===== src/rtl/pcd_pkg.sv =====
package pcd_pkg;
   localparam int MODE_W = 4;
   localparam int NCH    = 2;

   localparam logic [MODE_W-1:0] MODE_QUAD4 = 4'd4;
   localparam logic [MODE_W-1:0] MODE_PDIR  = 4'd5;
   localparam logic [MODE_W-1:0] MODE_HALFB = 4'd7;

   typedef struct packed {
      logic a;
      logic b;
   } phase_pair_t;

   function automatic logic mode_known(input logic [MODE_W-1:0] m);
      return (m == MODE_QUAD4) || (m == MODE_PDIR) || (m == MODE_HALFB);
   endfunction
endpackage


===== src/rtl/pcd_sync.sv =====
module pcd_sync #(
   parameter int W      = 4,
   parameter int STAGES = 2
) (
   input  logic         clk,
   input  logic         rst_n,
   input  logic [W-1:0] d_i,
   output logic [W-1:0] q_o
);
   if (STAGES < 2) begin : g_bad_stages
      $error("pcd_sync needs at least two stages");
   end
   if (W < 1) begin : g_bad_width
      $error("pcd_sync width must be positive");
   end

   logic [W-1:0] stg [STAGES];

   always_ff @(posedge clk or negedge rst_n) begin
      if (!rst_n) begin
         for (int i = 0; i < STAGES; i++) stg[i] <= '0;
      end else begin
         stg[0] <= d_i;
         for (int i = 1; i < STAGES; i++) stg[i] <= stg[i-1];
      end
   end

   assign q_o = stg[STAGES-1];
endmodule


===== src/rtl/pcd_chan.sv =====
module pcd_chan
   import pcd_pkg::*;
#(
   parameter int STAT_W  = 8,
   parameter int DIR_BIT = 7
) (
   input  logic              clk,
   input  logic              rst_n,
   input  logic [MODE_W-1:0] mode_i,
   input  phase_pair_t       cur_i,
   input  logic              hold_i,
   output logic              stb_o,
   output logic              up_o,
   output logic [STAT_W-1:0] stat_o
);
   if (DIR_BIT >= STAT_W) begin : g_bad_dir_bit
      $error("pcd_chan direction bit outside status byte");
   end

   phase_pair_t prev_q;
   logic        dir_q;
   logic        a_chg, b_chg, quad_up;
   logic        ev, ev_dir, fire;

   assign a_chg   = cur_i.a ^ prev_q.a;
   assign b_chg   = cur_i.b ^ prev_q.b;
   assign quad_up = cur_i.a ^ prev_q.b;

   always_comb begin
      ev     = 1'b0;
      ev_dir = 1'b0;
      case (mode_i)
         MODE_QUAD4: begin
            ev     = a_chg ^ b_chg;
            ev_dir = quad_up;
         end
         MODE_PDIR: begin
            ev     = cur_i.a & ~prev_q.a;
            ev_dir = cur_i.b;
         end
         MODE_HALFB: begin
            ev     = b_chg & ~a_chg;
            ev_dir = quad_up;
         end
         default: begin
            ev     = 1'b0;
            ev_dir = 1'b0;
         end
      endcase
   end

   assign fire = ev & ~hold_i;

   always_ff @(posedge clk or negedge rst_n) begin
      if (!rst_n) begin
         prev_q <= '0;
         stb_o  <= 1'b0;
         up_o   <= 1'b0;
         dir_q  <= 1'b0;
      end else begin
         prev_q <= cur_i;
         stb_o  <= fire;
         up_o   <= fire & ev_dir;
         if (fire) dir_q <= ev_dir;
      end
   end

   always_comb begin
      stat_o          = '0;
      stat_o[DIR_BIT] = dir_q;
   end

   a_r5_unknown_mode_silent: assert property (@(posedge clk) disable iff (!rst_n)
      !mode_known(mode_i) |=> !stb_o);
   a_r4_a_alone_silent: assert property (@(posedge clk) disable iff (!rst_n)
      (mode_i == MODE_HALFB && a_chg && !b_chg) |=> !stb_o);
   a_r8_double_step_ignored: assert property (@(posedge clk) disable iff (!rst_n)
      ((mode_i == MODE_QUAD4 || mode_i == MODE_HALFB) && a_chg && b_chg) |=> !stb_o);
   a_r9_up_needs_strobe: assert property (@(posedge clk) disable iff (!rst_n)
      up_o |-> (stb_o && stat_o[DIR_BIT]));
   a_r10_status_holds: assert property (@(posedge clk) disable iff (!rst_n)
      !stb_o |-> $stable(stat_o));
endmodule


===== src/rtl/phase_count_decoder.sv =====
module phase_count_decoder
   import pcd_pkg::*;
#(
   parameter int SYNC_STAGES = 2,
   parameter int STAT_W      = 8,
   parameter int DIR_BIT     = 7
) (
   input  logic                  clk,
   input  logic                  rst_n,
   input  logic [NCH*MODE_W-1:0] ch_mode_i,
   input  logic                  pair_sel_i,
   input  logic                  ph_a_i,
   input  logic                  ph_b_i,
   input  logic                  ph_c_i,
   input  logic                  ph_d_i,
   output logic [NCH-1:0]        cnt_stb_o,
   output logic [NCH-1:0]        cnt_up_o,
   output logic [NCH*STAT_W-1:0] dir_stat_o
);
   localparam int NPH = 4;

   logic [NPH-1:0] raw_ph, syn_ph;
   logic           sel_q;

   assign raw_ph = {ph_a_i, ph_b_i, ph_c_i, ph_d_i};

   pcd_sync #(.W(NPH), .STAGES(SYNC_STAGES)) u_sync (
      .clk   (clk),
      .rst_n (rst_n),
      .d_i   (raw_ph),
      .q_o   (syn_ph)
   );

   always_ff @(posedge clk or negedge rst_n) begin
      if (!rst_n) sel_q <= 1'b0;
      else        sel_q <= pair_sel_i;
   end

   for (genvar g = 0; g < NCH; g++) begin : g_ch
      phase_pair_t pair;
      logic        hold;

      if (g == 0) begin : g_fixed
         assign pair.a = syn_ph[3];
         assign pair.b = syn_ph[2];
         assign hold   = 1'b0;
      end else begin : g_muxed
         assign pair.a = pair_sel_i ? syn_ph[1] : syn_ph[3];
         assign pair.b = pair_sel_i ? syn_ph[0] : syn_ph[2];
         assign hold   = pair_sel_i ^ sel_q;
      end

      pcd_chan #(.STAT_W(STAT_W), .DIR_BIT(DIR_BIT)) u_chan (
         .clk    (clk),
         .rst_n  (rst_n),
         .mode_i (ch_mode_i[g*MODE_W +: MODE_W]),
         .cur_i  (pair),
         .hold_i (hold),
         .stb_o  (cnt_stb_o[g]),
         .up_o   (cnt_up_o[g]),
         .stat_o (dir_stat_o[g*STAT_W +: STAT_W])
      );
   end

   a_r7_switch_quiet: assert property (@(posedge clk) disable iff (!rst_n)
      (pair_sel_i != $past(pair_sel_i)) |=> !cnt_stb_o[1]);
endmodule


===== config.mk =====
export PLATFORM = sky130hd
export DESIGN_NAME = phase_count_decoder
export DESIGN_NICKNAME = d
export VERILOG_FILES = /design/src/rtl/pcd_pkg.sv /design/src/rtl/pcd_sync.sv /design/src/rtl/pcd_chan.sv /design/src/rtl/phase_count_decoder.sv
export SDC_FILE = /design/constraint.sdc
export NUM_CORES = 1
export LEC_CHECK = 0
export BUFFER_PORTS_ARGS = -buffer_cell sky130_fd_sc_hd__buf_2
export CAP_MARGIN = 10
export CORE_UTILIZATION = 40
export DETAILED_ROUTE_END_ITERATION = 10
export MAX_ROUTING_LAYER = met4
export PLACE_DENSITY_LB_ADDON = 0.25
export SLEW_MARGIN = 20
export SYNTH_ARGS = -nofsm -noshare
export SYNTH_HDL_FRONTEND = slang
export SYNTH_SLANG_ARGS = --single-unit

===== constraint.sdc =====
create_clock -name clk -period 2.1 [get_ports clk]
set_clock_uncertainty 0.2 [all_clocks]
set_input_delay 0.105 -clock clk [delete_from_list [all_inputs] [get_ports clk]]
set_output_delay 0.105 -clock clk [all_outputs]
set_load 0.05 [all_outputs]

==> impl_metrics.xml, run 1 <==
<?xml version="1.0" encoding="UTF-8"?>
<metrics>
  <group name="critical_path">
    <metric name="worst-r2r-cell-count" unit="">7</metric>
    <metric name="path_cells" unit="">mux2_4, ha_4, ha_4, nor3_4, a21oi_2, nor4b_4, mux2i_1</metric>
    <metric name="critical_path.startpoint_type" unit="">register</metric>
    <metric name="worst_path_max_delay_cell" unit="">sky130_fd_sc_hd__dfrtp_1</metric>
    <metric name="crit_path_end_kind" unit="">register</metric>
    <metric name="rr_startpoint" unit="">u_sync.q_o[3]$_DFF_PN0_</metric>
    <metric name="worst_ep_required_time" unit="ns">2.13</metric>
    <metric name="criticalPathCategory" unit="">reg2reg</metric>
    <metric name="critical_path.reg2reg.endpoint" unit="">g_ch[1].u_chan.dir_q$_DFFE_PN0P_</metric>
    <metric name="worst-path-max-fanout" unit="">3</metric>
    <metric name="cpPeakStageDelay" unit="ns">0.41</metric>
    <metric name="crit_path_frequent_cell" unit="">sky130_fd_sc_hd__ha_4</metric>
    <metric name="timing.critical_path.arrival" unit="ns">2.14</metric>
    <metric name="r2r_setup_slk" unit="ns">-0.005</metric>
  </group>
  <group name="hold_path">
    <metric name="min_to" unit="">g_ch[1].u_chan.stb_o$_DFF_PN0_</metric>
    <metric name="worst_hold_path_type" unit="">in2reg</metric>
    <metric name="hold_path_startpoint" unit="">ch_mode_i[4]</metric>
    <metric name="worstHoldPathCells" unit="">3</metric>
  </group>
  <group name="sta">
    <metric name="min_period" unit="ns">2.105</metric>
    <metric name="finalCritPeriodShare" unit="%">100.2</metric>
    <metric name="timing.fmax" unit="MHz">475.2</metric>
    <metric name="hold_violations" unit="">0</metric>
    <metric name="hold_ws" unit="ns">0.01662</metric>
    <metric name="number_of_endpoints_failing_setup_at_the_final_stage" unit="">1</metric>
    <metric name="max_slew_violations" unit="">0</metric>
    <metric name="grt_setup_unrepaired" unit="">true</metric>
    <metric name="final.setup.tns" unit="ns">-0.004517</metric>
    <metric name="setup_slack" unit="ns">-0.004517</metric>
  </group>
  <group name="clock_tree">
    <metric name="tritoncts_num_sinks" unit="">19</metric>
    <metric name="postCtsSetupBuffers" unit="">0</metric>
    <metric name="cts_made_buffers" unit="">3</metric>
    <metric name="cts-htree-levels" unit="">1</metric>
    <metric name="clk_tree_root_cell" unit="">sky130_fd_sc_hd__clkbuf_4</metric>
    <metric name="max-clock-path-buffers" unit="">2</metric>
    <metric name="cts.reportedPaths.clkPinSlew" unit="ns">0.12</metric>
    <metric name="cts_tree" unit="">done</metric>
    <metric name="insertion_delay" unit="ns">0.31</metric>
  </group>
  <group name="run_status">
    <metric name="violated_checks" unit="">negative setup slack</metric>
    <metric name="outcome" unit="">finished, violations left</metric>
  </group>
  <group name="synth">
    <metric name="post_synth_inst_count" unit="">74</metric>
    <metric name="ys_warn_count" unit="">0</metric>
    <metric name="synth_sequential_area_ratio" unit="%">50.46</metric>
    <metric name="synth-edff-count" unit="">0</metric>
    <metric name="synthMostInstantiatedCell" unit="">sky130_fd_sc_hd__buf_4</metric>
    <metric name="synth_largest_type_area_fraction" unit="%">50.46</metric>
    <metric name="netlist_area" unit="um^2">942.2</metric>
    <metric name="synth_flop_cell" unit="">sky130_fd_sc_hd__dfrtp_1</metric>
    <metric name="ys_types" unit="">21</metric>
    <metric name="postSynth.asyncResetShare" unit="%">100.0</metric>
    <metric name="post_synth_main_area_contributors" unit="">sky130_fd_sc_hd__dfrtp_1 (50%), sky130_fd_sc_hd__buf_4 (16%), sky130_fd_sc_hd__ha_1 (5.3%), sky130_fd_sc_hd__mux2_4 (3.2%), sky130_fd_sc_hd__xor2_1 (2.8%)</metric>
    <metric name="yosys.area.top_type" unit="">sky130_fd_sc_hd__dfrtp_1</metric>
    <metric name="syn_area_per_cell" unit="um^2">12.73</metric>
    <metric name="synth-seq-cells" unit="">19</metric>
    <metric name="synth.top_cells.by_count" unit="">sky130_fd_sc_hd__buf_4 (20), sky130_fd_sc_hd__dfrtp_1 (19), sky130_fd_sc_hd__ha_1 (4), sky130_fd_sc_hd__inv_1 (4), sky130_fd_sc_hd__xor2_1 (3)</metric>
  </group>
  <group name="routing">
    <metric name="dr.first_iter.drc_count" unit="">0</metric>
    <metric name="wl" unit="um">1318</metric>
    <metric name="viasPerCell" unit="">4.308</metric>
    <metric name="route.vias.total" unit="">573</metric>
    <metric name="wl_per_cell" unit="um">9.910</metric>
    <metric name="dr.pass1.iters" unit="">1</metric>
    <metric name="antenna_left" unit="">0</metric>
    <metric name="drt_drc_violations_left" unit="">0</metric>
  </group>
  <group name="global_route">
    <metric name="vias_in_the_first_global_route" unit="">568</metric>
    <metric name="global_route_met2_usage" unit="%">22.44</metric>
    <metric name="grt_antenna_before_repair" unit="">0</metric>
    <metric name="grtUsageTotal" unit="%">13.09</metric>
    <metric name="grt_overflow_total" unit="">0</metric>
    <metric name="global_route.peak_usage_layer" unit="">met2</metric>
    <metric name="maximum_number_of_pins_on_one_net_before_global_route_repair" unit="">20</metric>
    <metric name="met1_usage" unit="%">12.96</metric>
    <metric name="met3_usage" unit="%">2.727</metric>
    <metric name="wire_length_of_the_first_global_routing_pass" unit="um">2283</metric>
  </group>
  <group name="finish">
    <metric name="antenna_cells" unit="">0</metric>
    <metric name="num-nets-final" unit="">125</metric>
    <metric name="share_of_final_layout_standard_cells_stronger_than_drive_strength_1" unit="%">41.90</metric>
    <metric name="area_growth_syn_to_layout" unit="%">28.15</metric>
  </group>
  <group name="floorplanning">
    <metric name="initial_core_util" unit="%">42.59</metric>
    <metric name="top_level_ports" unit="">35</metric>
    <metric name="die_w" unit="um">50.53</metric>
    <metric name="number_of_rows_created_at_floorplan" unit="">17</metric>
    <metric name="area_enclosed_by_the_die_boundary" unit="mm^2">0.002553</metric>
    <metric name="core" unit="mm^2">0.002212</metric>
    <metric name="die_height" unit="um">50.53</metric>
  </group>
  <group name="pwr">
    <metric name="p_leak" unit="nW">0.6015</metric>
    <metric name="vdd_drop_max" unit="mV">0.4506</metric>
    <metric name="power.density_cell_area" unit="mW/mm^2">753.0</metric>
  </group>
  <group name="placement">
    <metric name="pre_cts_setup_slack" unit="ns">-0.05141</metric>
    <metric name="finalWeightedCongestion" unit="">0.7826</metric>
    <metric name="hpwl" unit="um">926.6</metric>
    <metric name="io_buffers" unit="">20</metric>
  </group>
  <group name="run">
    <metric name="max-cap-violations" unit="">0</metric>
  </group>
</metrics>
flip-flops by register name (all words and copies together) (netlist names):
| register | count |
|---|---|
| g_ch.u_chan.up_o | 2 |
| g_ch.u_chan.stb_o | 2 |
| u_sync.q_o | 4 |
| g_ch.u_chan.dir_q | 2 |
| g_ch.u_chan.prev_q | 4 |
| u_sync.stg | 4 |
| sel_q | 1 |
cells in the final DEF, fill, tap and decap left out:
| master | count |
|---|---|
| sky130_fd_sc_hd__a21o_2 | 1 |
| sky130_fd_sc_hd__a21oi_1 | 1 |
| sky130_fd_sc_hd__a21oi_2 | 2 |
| sky130_fd_sc_hd__and2_2 | 1 |
| sky130_fd_sc_hd__buf_2 | 20 |
| sky130_fd_sc_hd__buf_4 | 3 |
| sky130_fd_sc_hd__clkbuf_4 | 3 |
| sky130_fd_sc_hd__clkinvlp_4 | 1 |
| sky130_fd_sc_hd__conb_1 | 14 |
| sky130_fd_sc_hd__dfrtp_1 | 19 |
| sky130_fd_sc_hd__dlygate4sd3_1 | 11 |
| sky130_fd_sc_hd__ha_1 | 1 |
| sky130_fd_sc_hd__ha_4 | 3 |
| sky130_fd_sc_hd__inv_1 | 4 |
| sky130_fd_sc_hd__mux2_2 | 1 |
| sky130_fd_sc_hd__mux2_4 | 3 |
| sky130_fd_sc_hd__mux2i_1 | 1 |
| sky130_fd_sc_hd__mux2i_2 | 1 |
| sky130_fd_sc_hd__nor2b_1 | 2 |
| sky130_fd_sc_hd__nor3_2 | 1 |
| sky130_fd_sc_hd__nor3_4 | 1 |
| sky130_fd_sc_hd__nor3b_4 | 1 |
| sky130_fd_sc_hd__nor4b_4 | 1 |
| sky130_fd_sc_hd__o211a_1 | 1 |
| sky130_fd_sc_hd__o21ai_0 | 2 |
| sky130_fd_sc_hd__o31ai_1 | 1 |
| sky130_fd_sc_hd__xnor2_1 | 1 |
| sky130_fd_sc_hd__xnor2_2 | 1 |
| sky130_fd_sc_hd__xor2_1 | 3 |
kinds of logic (layout without fill, tap and decap cells):
family	Yosys count	count (layout)	share of synthesized area, %
simple gates	7	7	7.703
mux	6	6	7.703
compound gates	8	8	6.242
fa+ha+maj	4	4	5.312
other cells	1	14	0.3980
buf+inv	24	42	17.53
xor+xnor	5	5	4.649
flops	19	19	50.47
metrics by stage:
step / cell area (um^2) / util [%] / power [mW] / cells
floorplan: 1012 / - / 0.6683 / 87
global placement: 1020 / 46.10 / 0.6812 / 118
detailed placement: 1020 / 46.10 / 0.6847 / 118
CTS: 1174 / 53.05 / 0.9083 / 132
global route: 1207 / 54.58 / 0.9620 / 133
finish: 1207 / 54.58 / 0.9092 / 133
worst max-delay path, delay by kind of cell (launching register included):
kind	cells	cell delay, ns
compound gates	1	0.06
fa+ha+maj	2	0.46
flops	1	0.41
mux	2	0.52
simple gates	2	0.38
power breakdown:
group          switching (mW)  leakage (nW)  internal [mW]
logic                   0.199         0.357          0.104
clock network           0.120        0.0139         0.0727
registers              0.0155         0.231          0.398
total                   0.335         0.602          0.574
routing by layer:
layer  wire (um)  share of wire [%]  vias up
li1            -                  -      271
met4          38                2.9        0
met2         660                 50       25
met1         539                 41      272
met5           0                  0        -
met3          79                6.0        5
layout make-up:
type / count / area (um^2)
clock buffers: 3 / 22.52
clock inverters: 1 / 7.507
fillers: 196 / 1005
inverters: 4 / 15.01
multi-input cells: 44 / 419.2
flip-flops and latches: 19 / 475.5
well taps: 28 / 35.03
repair buffers: 34 / 232.7
worst max path at each step:
stage | from | cells after the start | slack, ns | end
floorplan | u_sync.q_o[3]$_DFF_PN0_ | 7 | -0.002 | g_ch[1].u_chan.dir_q$_DFFE_PN0P_
global placement | u_sync.q_o[3]$_DFF_PN0_ | 7 | -0.03 | g_ch[1].u_chan.dir_q$_DFFE_PN0P_
detailed placement | u_sync.q_o[3]$_DFF_PN0_ | 7 | -0.05 | g_ch[1].u_chan.dir_q$_DFFE_PN0P_
CTS | u_sync.q_o[3]$_DFF_PN0_ | 7 | -0.02 | g_ch[1].u_chan.dir_q$_DFFE_PN0P_
global route | u_sync.q_o[3]$_DFF_PN0_ | 7 | -0.10 | g_ch[1].u_chan.dir_q$_DFFE_PN0P_
finish | u_sync.q_o[3]$_DFF_PN0_ | 7 | -0.005 | g_ch[1].u_chan.dir_q$_DFFE_PN0P_
timing repair:
item	in CTS	in global routing
hold endpoints to repair	30	1
pin swaps	1	0
cloned	0	0
hold buffers	10	1
setup endpoints to repair	3	3
gates resized for setup	3	3
Note: power is estimated with default switching activity, not from simulation.
==> run 2: changes to the inputs <==
- ABC_AREA: not set -> 1
==> run 2 against run 1 <==
- the flow now finishes without violations
- final area fell by 6.9%
- register-to-register slack improved by 0.19 ns
- first-iteration DRC count rose by 3
- via count rose by 14%
- combinational power fell by 41%
==> impl_metrics.xml, run 2 <==
<?xml version="1.0" encoding="UTF-8"?>
<metrics>
  <group name="global_route">
    <metric name="grt_overflow_total" unit="">0</metric>
    <metric name="grtUsageTotal" unit="%">11.62</metric>
    <metric name="grt_antenna_before_repair" unit="">0</metric>
    <metric name="wire_length_of_the_first_global_routing_pass" unit="um">2166</metric>
    <metric name="vias_in_the_first_global_route" unit="">570</metric>
    <metric name="maximum_number_of_pins_on_one_net_before_global_route_repair" unit="">20</metric>
  </group>
  <group name="sta">
    <metric name="setup_slack" unit="ns">0.1288</metric>
    <metric name="max_slew_violations" unit="">0</metric>
    <metric name="timing.fmax" unit="MHz">507.3</metric>
    <metric name="number_of_endpoints_failing_setup_at_the_final_stage" unit="">0</metric>
    <metric name="min_period" unit="ns">1.971</metric>
    <metric name="hold_violations" unit="">0</metric>
    <metric name="finalCritPeriodShare" unit="%">93.87</metric>
  </group>
  <group name="routing">
    <metric name="viasPerCell" unit="">4.152</metric>
    <metric name="wl_per_cell" unit="um">8.089</metric>
    <metric name="dr.first_iter.drc_count" unit="">3</metric>
    <metric name="wl" unit="um">1278</metric>
    <metric name="drt_drc_violations_left" unit="">0</metric>
    <metric name="antenna_left" unit="">0</metric>
    <metric name="route.vias.total" unit="">656</metric>
    <metric name="dr.pass1.iters" unit="">4</metric>
  </group>
  <group name="synth">
    <metric name="synthMostInstantiatedCell" unit="">sky130_fd_sc_hd__buf_4</metric>
    <metric name="synth-seq-cells" unit="">19</metric>
    <metric name="syn_area_per_cell" unit="um^2">9.293</metric>
    <metric name="synth_largest_type_area_fraction" unit="%">49.67</metric>
    <metric name="post_synth_inst_count" unit="">103</metric>
    <metric name="synth_flop_cell" unit="">sky130_fd_sc_hd__dfrtp_1</metric>
    <metric name="post_synth_and_or_nand_nor_area_fraction" unit="%">17.39</metric>
    <metric name="netlist_area" unit="um^2">957.2</metric>
    <metric name="synth.top_cells.by_count" unit="">sky130_fd_sc_hd__buf_4 (20), sky130_fd_sc_hd__dfrtp_1 (19), sky130_fd_sc_hd__nand2_1 (17), sky130_fd_sc_hd__inv_1 (15), sky130_fd_sc_hd__nand3_1 (9)</metric>
    <metric name="synth_adder_area_share" unit="%">5.229</metric>
    <metric name="ys_warn_count" unit="">0</metric>
    <metric name="fraction_of_the_mapped_netlist_area_in_compound_gates" unit="%">1.307</metric>
    <metric name="postSynth.asyncResetShare" unit="%">100.0</metric>
    <metric name="synth_top_family_by_area" unit="">buffers and inverters</metric>
    <metric name="post_synth_main_area_contributors" unit="">sky130_fd_sc_hd__dfrtp_1 (50%), sky130_fd_sc_hd__buf_4 (16%), sky130_fd_sc_hd__nand2_1 (6.7%), sky130_fd_sc_hd__inv_1 (5.9%), sky130_fd_sc_hd__ha_1 (5.2%)</metric>
    <metric name="ys_types" unit="">16</metric>
    <metric name="synth_sequential_area_ratio" unit="%">49.67</metric>
    <metric name="yosys.area.top_type" unit="">sky130_fd_sc_hd__dfrtp_1</metric>
    <metric name="synth_xor_area_share" unit="%">3.660</metric>
    <metric name="synth-edff-count" unit="">0</metric>
    <metric name="post_synthesis_mux_area_share" unit="%">0</metric>
  </group>
  <group name="placement">
    <metric name="placed_inst_area" unit="um^2">991.0</metric>
    <metric name="pre_cts_setup_slack" unit="ns">0.1926</metric>
    <metric name="hpwl" unit="um">946</metric>
    <metric name="io_buffers" unit="">20</metric>
    <metric name="finalWeightedCongestion" unit="">0.7262</metric>
  </group>
  <group name="run">
    <metric name="max-cap-violations" unit="">0</metric>
  </group>
  <group name="critical_path">
    <metric name="criticalPathCategory" unit="">in2reg</metric>
    <metric name="worst-path-max-fanout" unit="">6</metric>
    <metric name="worst_ep_required_time" unit="ns">2.09</metric>
    <metric name="worst_path_max_delay_cell" unit="">sky130_fd_sc_hd__dlygate4sd3_1</metric>
    <metric name="critical_path.startpoint_type" unit="">input port</metric>
    <metric name="crit_path_end_kind" unit="">register</metric>
    <metric name="timing.critical_path.arrival" unit="ns">1.97</metric>
    <metric name="crit_path_frequent_cell" unit="">sky130_fd_sc_hd__nand2_1</metric>
    <metric name="cpPeakStageDelay" unit="ns">0.53</metric>
    <metric name="path_cells" unit="">dlygate4sd3_1, buf_4, nand2_1, nand2_2, ha_1, ha_1, inv_1, nand3_1, nand3_1, nand2_2, inv_2, nand2_1, nand2_1</metric>
  </group>
  <group name="clock_tree">
    <metric name="cts_made_buffers" unit="">3</metric>
    <metric name="cts-htree-levels" unit="">1</metric>
    <metric name="max-clock-path-buffers" unit="">2</metric>
    <metric name="clk_tree_root_cell" unit="">sky130_fd_sc_hd__clkbuf_4</metric>
    <metric name="insertion_delay" unit="ns">0.29</metric>
    <metric name="cts_tree" unit="">done</metric>
    <metric name="cts.reportedPaths.clkPinSlew" unit="ns">0.10</metric>
    <metric name="postCtsSetupBuffers" unit="">0</metric>
    <metric name="tritoncts_num_sinks" unit="">19</metric>
  </group>
  <group name="floorplanning">
    <metric name="area_enclosed_by_the_die_boundary" unit="mm^2">0.002592</metric>
    <metric name="number_of_rows_created_at_floorplan" unit="">17</metric>
    <metric name="core" unit="mm^2">0.002233</metric>
    <metric name="top_level_ports" unit="">35</metric>
    <metric name="initial_core_util" unit="%">42.86</metric>
    <metric name="die_w" unit="um">50.92</metric>
    <metric name="die_height" unit="um">50.92</metric>
  </group>
  <group name="run_status">
    <metric name="outcome" unit="">complete, no violations</metric>
  </group>
  <group name="pwr">
    <metric name="p_leak" unit="nW">0.6656</metric>
    <metric name="power.density_cell_area" unit="mW/mm^2">668.5</metric>
    <metric name="vdd_drop_max" unit="mV">0.4474</metric>
  </group>
  <group name="finish">
    <metric name="num-nets-final" unit="">150</metric>
    <metric name="area_growth_syn_to_layout" unit="%">17.39</metric>
    <metric name="layout_common_cells" unit="">sky130_fd_sc_hd__dfrtp_1 (19), sky130_fd_sc_hd__buf_2 (19), sky130_fd_sc_hd__nand2_1 (16)</metric>
    <metric name="share_of_final_layout_standard_cells_stronger_than_drive_strength_1" unit="%">23.08</metric>
    <metric name="postLayoutCellArea" unit="mm^2">0.001124</metric>
    <metric name="antenna_cells" unit="">0</metric>
  </group>
  <group name="hold_path">
    <metric name="worst_hold_path_type" unit="">in2reg</metric>
  </group>
</metrics>
[run 2: cell count changes in the layout (fill, tap and decap cells not counted), sizes merged, moves of 4 or more]
cell / delta
mux2: -4
nor2: +4
nand3: +9
inv: +13
nand4: +5
nand2: +18
[run 2: per-stage QoR]
step	TNS (ns)	instances	util [%]	hold WS, ns	power (mW)
2_1_floorplan	0	116	-	-0.3906	0.5594
3_3_place_gp	0	144	44.37	-0.1483	0.5671
3_5_place_dp	0	144	44.37	-0.1416	0.5696
4_1_cts	0	158	50.08	0.005603	0.7586
5_1_grt	-0.01262	158	50.31	0.02745	0.7953
6_report	0	158	50.31	0.01116	0.7511
[run 2: worst paths after layout]
kind	from	end	slack (ns)	cells after the start
setup / recovery	pair_sel_i	g_ch[1].u_chan.dir_q$_DFFE_PN0P_	0.13	13
max in group asynchronous	rst_n	g_ch[1].u_chan.up_o$_DFF_PN0_	1.36	2
min in group asynchronous	rst_n	g_ch[1].u_chan.prev_q[0]$_DFF_PN0_	0.06	2
setup reg to reg	u_sync.q_o[3]$_DFF_PN0_	g_ch[1].u_chan.dir_q$_DFFE_PN0P_	0.19	11
hold reg to reg	u_sync.stg[5]$_DFF_PN0_	u_sync.q_o[1]$_DFF_PN0_	0.16	0
hold / removal	ch_mode_i[7]	g_ch[1].u_chan.up_o$_DFF_PN0_	0.01	6
[run 2: layout make-up]
| type | count | area (um^2) |
|---|---|---|
| fill | 223 | 1110 |
| sequential | 19 | 475.5 |
| multi-input combinational | 60 | 319.1 |
| timing repair buffer | 30 | 202.7 |
| inverter | 17 | 63.81 |
| tap | 28 | 35.03 |
| clock buffer | 3 | 22.52 |
| clock inverter | 1 | 5.005 |
[run 2: routing by layer]
metal / up-vias / share of wire (%) / GRT usage (%)
met1: 289 / 40 / 12.22
met3: 0 / 6.7 / 4.464
li1: 339 / - / -
met4: 0 / 0 / 1.389
met5: - / 0 / -
met2: 28 / 54 / 21.05
[run 2: where the power goes]
group          switching [mW]  total [mW]  leakage [nW]  internal (mW)
Clock                   0.106       0.177        0.0177         0.0709
Sequential            0.00921       0.395         0.234          0.386
Combinational           0.130       0.179         0.414         0.0494
[run 2: repair_timing]
item,in CTS,in global routing
resized for setup,0,2
endpoints found under the hold margin,28,0
hold buffers,10,0
endpoints found under the setup margin,0,2
[run 2: cell families (layout without fill, tap and decap cells)]
group | after synthesis | count (layout)
XOR/XNOR | 4 | 4
flip-flops | 19 | 19
adder cells (fa/ha/maj) | 4 | 4
AND/OR/NAND/NOR | 36 | 36
buffers and inverters | 37 | 51
other | 1 | 14
AO/OA/AOI/OAI | 2 | 2
[run 2: worst max-delay path: cells and delay by family]
family	cells	cell delay, ns
buf+inv	4	0.77
fa+ha+maj	2	0.57
simple gates	7	0.53
